==> config.mk <==
export PLATFORM = sky130hd
export DESIGN_NAME = irq_claim_ctrl
export DESIGN_NICKNAME = d
export VERILOG_FILES = /design/src/rtl/irqc_pkg.sv /design/src/rtl/irqc_cfg_regs.sv /design/src/rtl/irqc_gateway.sv /design/src/rtl/irqc_select.sv /design/src/rtl/irq_claim_ctrl.sv
export SDC_FILE = /design/constraint.sdc
export NUM_CORES = 1
export LEC_CHECK = 0
export ABC_CLOCK_PERIOD_IN_PS = 101800
export BUFFER_PORTS_ARGS = -buffer_cell sky130_fd_sc_hd__buf_2
export CORE_MARGIN = 2
export CORE_UTILIZATION = 60
export DETAILED_ROUTE_END_ITERATION = 16
export GPL_TIMING_DRIVEN = 1
export PLACE_DENSITY = 0.79
export SLEW_MARGIN = 40
export SYNTH_ARGS = -nofsm -noshare
export SYNTH_HDL_FRONTEND = slang
export SYNTH_SLANG_ARGS = --single-unit
==> constraint.sdc <==
create_clock -name clk -period 101.8 [get_ports clk]
set_clock_uncertainty 0.2 [all_clocks]
set_input_delay 5.09 -clock clk [delete_from_list [all_inputs] [get_ports clk]]
set_output_delay 5.09 -clock clk [all_outputs]
set_load 0.03 [all_outputs]
==> src/rtl/irqc_pkg.sv <==
package irqc_pkg;

  typedef enum logic [1:0] {
    CFG_NONE,
    CFG_PRIO,
    CFG_EN,
    CFG_THR
  } cfg_kind_e;

  typedef struct packed {
    cfg_kind_e  kind;
    logic [7:0] idx;
  } cfg_dec_t;

  // Word map: priorities at 0..nsrc, then enable/threshold pairs per context.
  function automatic cfg_dec_t decode(int unsigned addr, int unsigned nsrc,
                                      int unsigned nctx);
    cfg_dec_t d;
    int unsigned off;
    d.kind = CFG_NONE;
    d.idx  = '0;
    if (addr <= nsrc) begin
      d.kind = CFG_PRIO;
      d.idx  = 8'(addr);
    end else begin
      off = addr - (nsrc + 1);
      if (off < 2 * nctx) begin
        d.kind = off[0] ? CFG_THR : CFG_EN;
        d.idx  = 8'(off >> 1);
      end
    end
    return d;
  endfunction

endpackage

==> src/rtl/irqc_cfg_regs.sv <==
module irqc_cfg_regs #(
  parameter int NSRC   = 31,
  parameter int NCTX   = 2,
  parameter int PRIO_W = 3,
  parameter int ADDR_W = 6,
  parameter int DATA_W = 32
) (
  input  logic                          clk,
  input  logic                          rst,
  input  logic                          cfg_we,
  input  logic                          cfg_re,
  input  logic [ADDR_W-1:0]             cfg_addr,
  input  logic [DATA_W-1:0]             cfg_wdata,
  output logic [DATA_W-1:0]             cfg_rdata,
  output logic [NSRC:0][PRIO_W-1:0]     prio_o,
  output logic [NCTX-1:0][NSRC:0]       en_o,
  output logic [NCTX-1:0][PRIO_W-1:0]   thr_o
);
  import irqc_pkg::*;

  localparam int SW = $clog2(NSRC + 1);
  localparam int CW = (NCTX > 1) ? $clog2(NCTX) : 1;

  logic [NSRC:0][PRIO_W-1:0]   prio_q;
  logic [NCTX-1:0][NSRC:0]     en_q;
  logic [NCTX-1:0][PRIO_W-1:0] thr_q;
  cfg_dec_t                    dec;
  logic [SW-1:0]               si;
  logic [CW-1:0]               ci;

  assign dec = decode(int'(cfg_addr), NSRC, NCTX);
  assign si  = dec.idx[SW-1:0];
  assign ci  = dec.idx[CW-1:0];

  always_ff @(posedge clk) begin
    if (rst) begin
      prio_q <= '0;
      en_q   <= '0;
      thr_q  <= '0;
    end else if (cfg_we) begin
      case (dec.kind)
        CFG_PRIO: if (si != '0) prio_q[si] <= cfg_wdata[PRIO_W-1:0];
        CFG_EN:   en_q[ci]  <= {cfg_wdata[NSRC:1], 1'b0};
        CFG_THR:  thr_q[ci] <= cfg_wdata[PRIO_W-1:0];
        default:  ;
      endcase
    end
  end

  always_ff @(posedge clk) begin
    if (rst) begin
      cfg_rdata <= '0;
    end else if (cfg_re) begin
      case (dec.kind)
        CFG_PRIO: cfg_rdata <= DATA_W'(prio_q[si]);
        CFG_EN:   cfg_rdata <= DATA_W'(en_q[ci]);
        CFG_THR:  cfg_rdata <= DATA_W'(thr_q[ci]);
        default:  cfg_rdata <= '0;
      endcase
    end
  end

  assign prio_o = prio_q;
  assign en_o   = en_q;
  assign thr_o  = thr_q;

endmodule

==> src/rtl/irqc_gateway.sv <==
module irqc_gateway #(
  parameter int NSRC = 31
) (
  input  logic          clk,
  input  logic          rst,
  input  logic [NSRC:0] req,
  input  logic [NSRC:0] claim,
  input  logic [NSRC:0] done,
  output logic [NSRC:0] pend,
  output logic [NSRC:0] busy
);

  assign pend[0] = 1'b0;
  assign busy[0] = 1'b0;

  for (genvar g = 1; g <= NSRC; g++) begin : g_src
    logic p_q;
    logic b_q;
    always_ff @(posedge clk) begin
      if (rst) begin
        p_q <= 1'b0;
        b_q <= 1'b0;
      end else if (claim[g]) begin
        p_q <= 1'b0;
        b_q <= 1'b1;
      end else if (done[g]) begin
        b_q <= 1'b0;
      end else if (req[g] && !b_q && !p_q) begin
        p_q <= 1'b1;
      end
    end
    assign pend[g] = p_q;
    assign busy[g] = b_q;
  end

endmodule

==> src/rtl/irqc_select.sv <==
module irqc_select #(
  parameter int NSRC   = 31,
  parameter int PRIO_W = 3,
  parameter int IDW    = 5
) (
  input  logic [NSRC:0]             avail,
  input  logic [NSRC:0]             en,
  input  logic [NSRC:0][PRIO_W-1:0] prio,
  input  logic [PRIO_W-1:0]         thr,
  output logic [IDW-1:0]            best_id
);

  logic [PRIO_W-1:0] best_p;

  // Ascending scan with strict compare keeps the lowest ID on a tie.
  always_comb begin
    best_id = '0;
    best_p  = '0;
    for (int i = 1; i <= NSRC; i++) begin
      if (avail[i] && en[i] && (prio[i] > thr) && (prio[i] > best_p)) begin
        best_id = IDW'(i);
        best_p  = prio[i];
      end
    end
  end

endmodule

==> src/rtl/irq_claim_ctrl.sv <==
module irq_claim_ctrl #(
  parameter int NSRC   = 31,
  parameter int NCTX   = 2,
  parameter int PRIO_W = 3,
  parameter int DATA_W = 32,
  parameter int ADDR_W = $clog2(NSRC + 1 + 2 * NCTX),
  parameter int IDW    = $clog2(NSRC + 1)
) (
  input  logic                   clk,
  input  logic                   rst,
  input  logic [NSRC-1:0]        src_req,
  input  logic                   cfg_we,
  input  logic                   cfg_re,
  input  logic [ADDR_W-1:0]      cfg_addr,
  input  logic [DATA_W-1:0]      cfg_wdata,
  output logic [DATA_W-1:0]      cfg_rdata,
  input  logic [NCTX-1:0]        ctx_claim_rd,
  output logic [NCTX*IDW-1:0]    ctx_claim_id,
  input  logic [NCTX-1:0]        ctx_done_wr,
  input  logic [NCTX*IDW-1:0]    ctx_done_id,
  output logic [NCTX-1:0]        ctx_irq
);

  localparam int NV = NSRC + 1;

  logic [NSRC:0]               req_v;
  logic [NSRC:0][PRIO_W-1:0]   prio_w;
  logic [NCTX-1:0][NSRC:0]     en_w;
  logic [NCTX-1:0][PRIO_W-1:0] thr_w;
  logic [NSRC:0]               pend_w;
  logic [NSRC:0]               busy_w;
  logic [NSRC:0]               claim_mask;
  logic [NSRC:0]               done_mask;
  logic [NCTX:0][NSRC:0]       avail;
  logic [NCTX-1:0][NSRC:0]     take;
  logic [NCTX-1:0][IDW-1:0]    best;

  assign req_v = {src_req, 1'b0};

  irqc_cfg_regs #(
    .NSRC(NSRC), .NCTX(NCTX), .PRIO_W(PRIO_W), .ADDR_W(ADDR_W), .DATA_W(DATA_W)
  ) u_cfg (
    .clk(clk), .rst(rst),
    .cfg_we(cfg_we), .cfg_re(cfg_re), .cfg_addr(cfg_addr),
    .cfg_wdata(cfg_wdata), .cfg_rdata(cfg_rdata),
    .prio_o(prio_w), .en_o(en_w), .thr_o(thr_w)
  );

  irqc_gateway #(.NSRC(NSRC)) u_gw (
    .clk(clk), .rst(rst), .req(req_v),
    .claim(claim_mask), .done(done_mask),
    .pend(pend_w), .busy(busy_w)
  );

  // Contexts are served in index order: each one sees what the lower ones left.
  assign avail[0] = pend_w;

  for (genvar c = 0; c < NCTX; c++) begin : g_ctx
    logic           irq_r;
    logic [IDW-1:0] id_r;

    irqc_select #(.NSRC(NSRC), .PRIO_W(PRIO_W), .IDW(IDW)) u_sel (
      .avail(avail[c]), .en(en_w[c]), .prio(prio_w), .thr(thr_w[c]),
      .best_id(best[c])
    );

    assign take[c] = (ctx_claim_rd[c] && (best[c] != '0))
                   ? (NV'(1) << best[c]) : '0;
    assign avail[c+1] = avail[c] & ~take[c];

    always_ff @(posedge clk) begin
      if (rst) begin
        irq_r <= 1'b0;
        id_r  <= '0;
      end else begin
        irq_r <= (best[c] != '0);
        if (ctx_claim_rd[c]) id_r <= best[c];
      end
    end

    assign ctx_irq[c]                  = irq_r;
    assign ctx_claim_id[c*IDW +: IDW]  = id_r;
  end

  always_comb begin
    claim_mask = '0;
    done_mask  = '0;
    for (int c = 0; c < NCTX; c++) begin
      claim_mask = claim_mask | take[c];
      for (int i = 1; i <= NSRC; i++) begin
        if (ctx_done_wr[c] && (ctx_done_id[c*IDW +: IDW] == IDW'(i)) &&
            busy_w[i] && en_w[c][i])
          done_mask[i] = 1'b1;
      end
    end
  end

endmodule

==> flow_summary_export.csv <==
group,metric,value,unit
cts,tritoncts,"built",
job,drv_cap,0,
die,start_util,60.5,%
critical_path,reg2reg_from,"u_cfg.thr_o[1]",
route,viasPerCell,7.04,
cts,cts-root-buf,"clkbuf_16",
global_routing,grt_pass1_vias,26921,
logic_synthesis,synth_xor_area_share,0,%
logic_synthesis,ys_types,112,
placed_design,dpl-instance-area,0.0261,mm²
logic_synthesis,synth_fa_ha_area_share,13.9,%
hold_path,min_to,"u_cfg.prio_o[1]",
logic_synthesis,netlist_instances,3512,
final_layout,nFillCells,3843,
sta,period_share,89.2,%
critical_path,cpMaxStageDelayCell,"nor3_1",
global_routing,antenna_found_initial,1,
die,coreArea,0.0417,mm²
critical_path,worst_path_largest_cell_delay,0.62,ns
final_layout,area_delta_synth_final,7.69,%
placed_design,port_buffers,130,
critical_path,cp_max_fo,31,
logic_synthesis,synth_compound_area_share,28.1,%
route,drc,0,
cts,h-tree-depth,1,
logic_synthesis,synth_area_leaders,"dfxtp_1, ha_1, nand2_1",
die,die_x,209,µm
logic_synthesis,synth_top_family_by_area,"compound AO/OA/AOI/OAI gates",
sta,setup_viol,0,
route,dr.first_iter.drc_count,3726,
logic_synthesis,synthFlopType,"dfxtp_1",
global_routing,grt_pass1_wl,156,mm
logic_synthesis,yosysWarnings,0,
critical_path,reg2reg_slack,10.95,ns
cts,clkLatencyLatePin,0.62,ns
cts,cts-resized-gates,0,
final_layout,drive_gt1_share,9.78,%
critical_path,crit_required,102.10,ns
die,row_count,75,
global_routing,gr-max-usage-layer,"met2",
route,wl,103,mm
logic_synthesis,synth_nets,3863,
status,outcome,"completed",
logic_synthesis,synth-seq-area-share,21.5,%
global_routing,grtUsageMet2,69.0,%
power_and_ir_drop,leakage,10.4,nW
sta,fin_setup_tns,0,ns
hold_path,min_from,"u_cfg.prio_o[1]",
cts,clk_path_buf_depth,3,
route,wire_per_inst,25.2,µm
global_routing,met1_usage,56.4,%
final_layout,fin_nets,3886,
die,die_area,0.0436,mm²
global_routing,grt_max_degree,104,
sta,fmax,0.0110,GHz
global_routing,overflow,0,
hold_path,min_path_cells,1,
route,vias,28838,
logic_synthesis,synth-edff-count,0,
logic_synthesis,synth_area,0.0252,mm²
sta,worst_pin_slew,0.997,ns
logic_synthesis,synth_top_area_share,21.5,%
cts,post_cts_buffers,0,
logic_synthesis,async_reset_ff_share,0,%
critical_path,crit_start,"u_cfg.thr_o[1]",
die,die_h,209,µm
route,antenna_left,0,
cts,ctsHoldBuffers,0,
sta,drv_slew,0,
logic_synthesis,avgSynthCellArea,7.17,µm²
critical_path,rr_endpoint,"u_gw.g_src[10].p_q",
final_layout,post-route-util,65.1,%
critical_path,cp_common_cell,"ha_1",
global_routing,track_usage,45.5,%
logic_synthesis,synthMuxAreaShare,3.18,%
critical_path,worstSetupEndpointType,"flop",
critical_path,ff2ff_path_depth,412,
final_layout,final_area,0.0271,mm²
cts,cts_sinks,270,
final_layout,final_common_cell,"nand2_1",
sta,period_needed,90.85,ns
power_and_ir_drop,power_density,8.83,mW/mm²
die,pin_count,131,
cts,clk_pin_slew,0.06,ns
sta,fin_hold_ws,0.270,ns
sta,max_slew_margin,33.1,%
cts,numCtsBuffers,31,
logic_synthesis,synth-simple-area-share,27.7,%
power_and_ir_drop,irDropWorstVdd,0.0130,mV
sta,rsz0062_at_grt,"no",
critical_path,critPathLaunchType,"flop",
critical_path,cp.arrival,91.16,ns
placed_design,gp_congestion,1.07,
global_routing,grtUsageMet3,9.78,%
hold_path,hold_path_class,"flop to flop",
route,drt_pass1_iterations,7,
placed_design,place_hpwl,77.9,mm
sta,final_hold_viol_count,0,
logic_synthesis,synth_top_area_cell,"dfxtp_1",
critical_path,worstSetupPathType,"flop to flop",
final_layout,layout_common_cells,"nand2_1, a21oi_1, nor2_1",
logic_synthesis,synth-seq-cells,270,
[cell usage after synthesis (42+ instances only)]
cell,n
a31oi_1,69
a21oi_1,378
o21a_1,46
nor2b_1,64
ha_1,264
dfxtp_1,270
and2_1,54
nor2_1,276
a21o_1,62
clkbuf_1,141
nand3_1,274
nor3_1,62
o21ai_0,114
nand2_1,535
and3_1,49
inv_1,159
o211ai_1,42
a311oi_1,45
[how the worst max path moves through the flow]
stage | cells past startpoint | slack (ns) | to
after floorplan | 412 | 23.61 | u_gw.g_src[23].b_q
after global placement | 413 | 15.24 | u_gw.g_src[10].p_q
after detailed placement | 412 | 12.89 | u_gw.g_src[10].p_q
after global routing | 414 | 4.94 | u_gw.g_src[10].p_q
final | 412 | 10.95 | u_gw.g_src[10].p_q
after CTS | 412 | 12.62 | u_gw.g_src[10].p_q
[registers in the layout, indices dropped and copies added, names as in the netlist]
signal,count
u_cfg.prio_o,96
u_cfg.en_o,62
u_cfg.cfg_rdata,32
u_gw.g_src.b_q,31
u_gw.g_src.p_q,31
g_ctx.id_r,10
u_cfg.thr_o,6
g_ctx.irq_r,2
[routing by layer]
layer	routed length, µm	share of wire, %
met3	11800	11
met4	9650	9.3
met2	43200	42
met1	38600	37
met5	88	0.085
[cell type report]
| type | instances | area, µm² | area share, % |
|---|---|---|---|
| sequential | 270 | 5410 | 19.9 |
| inverter | 159 | 597 | 2.20 |
| timing repair buffer | 174 | 1020 | 3.75 |
| clock buffer | 43 | 861 | 3.17 |
| antenna | 1 | 2.50 | 0.00922 |
| tap | 539 | 674 | 2.49 |
| multi-input combinational | 2899 | 18500 | 68.1 |
| clock inverter | 12 | 109 | 0.401 |
[through the flow]
stage | setup WS [ns] | total power [mW] | instances
6_report | 10.95 | 0.240 | 4097
3_5_place_dp | 12.89 | 0.130 | 4040
5_1_grt | 4.94 | 0.244 | 4096
2_1_floorplan | 23.61 | 0.121 | 3512
3_3_place_gp | 15.24 | 0.129 | 4037
4_1_cts | 12.62 | 0.238 | 4095
[critical path: cells and delay by family, from the launching register on]
family / cells / cell delay [ns]
AO/OA/AOI/OAI: 158 / 34.30
adder cells (fa/ha/maj): 78 / 23.14
AND/OR/NAND/NOR: 135 / 20.73
multiplexers: 28 / 10.11
buffers and inverters: 13 / 1.81
flip-flops: 1 / 0.32
[cell families after synthesis]
| group | after synthesis |
|---|---|
| mux | 72 |
| simple gates | 1479 |
| compound gates | 1063 |
| buf+inv | 343 |
| flops | 270 |
| fa+ha+maj | 285 |
[where the power goes]
group          leakage [nW]  switching (mW)  internal, mW
combinational          7.75          0.0143       0.00557
clock                 0.460          0.0496        0.0613
sequential             2.19         0.00187         0.107
total                  10.4          0.0657         0.174
Power figures use the tool's default switching activity.
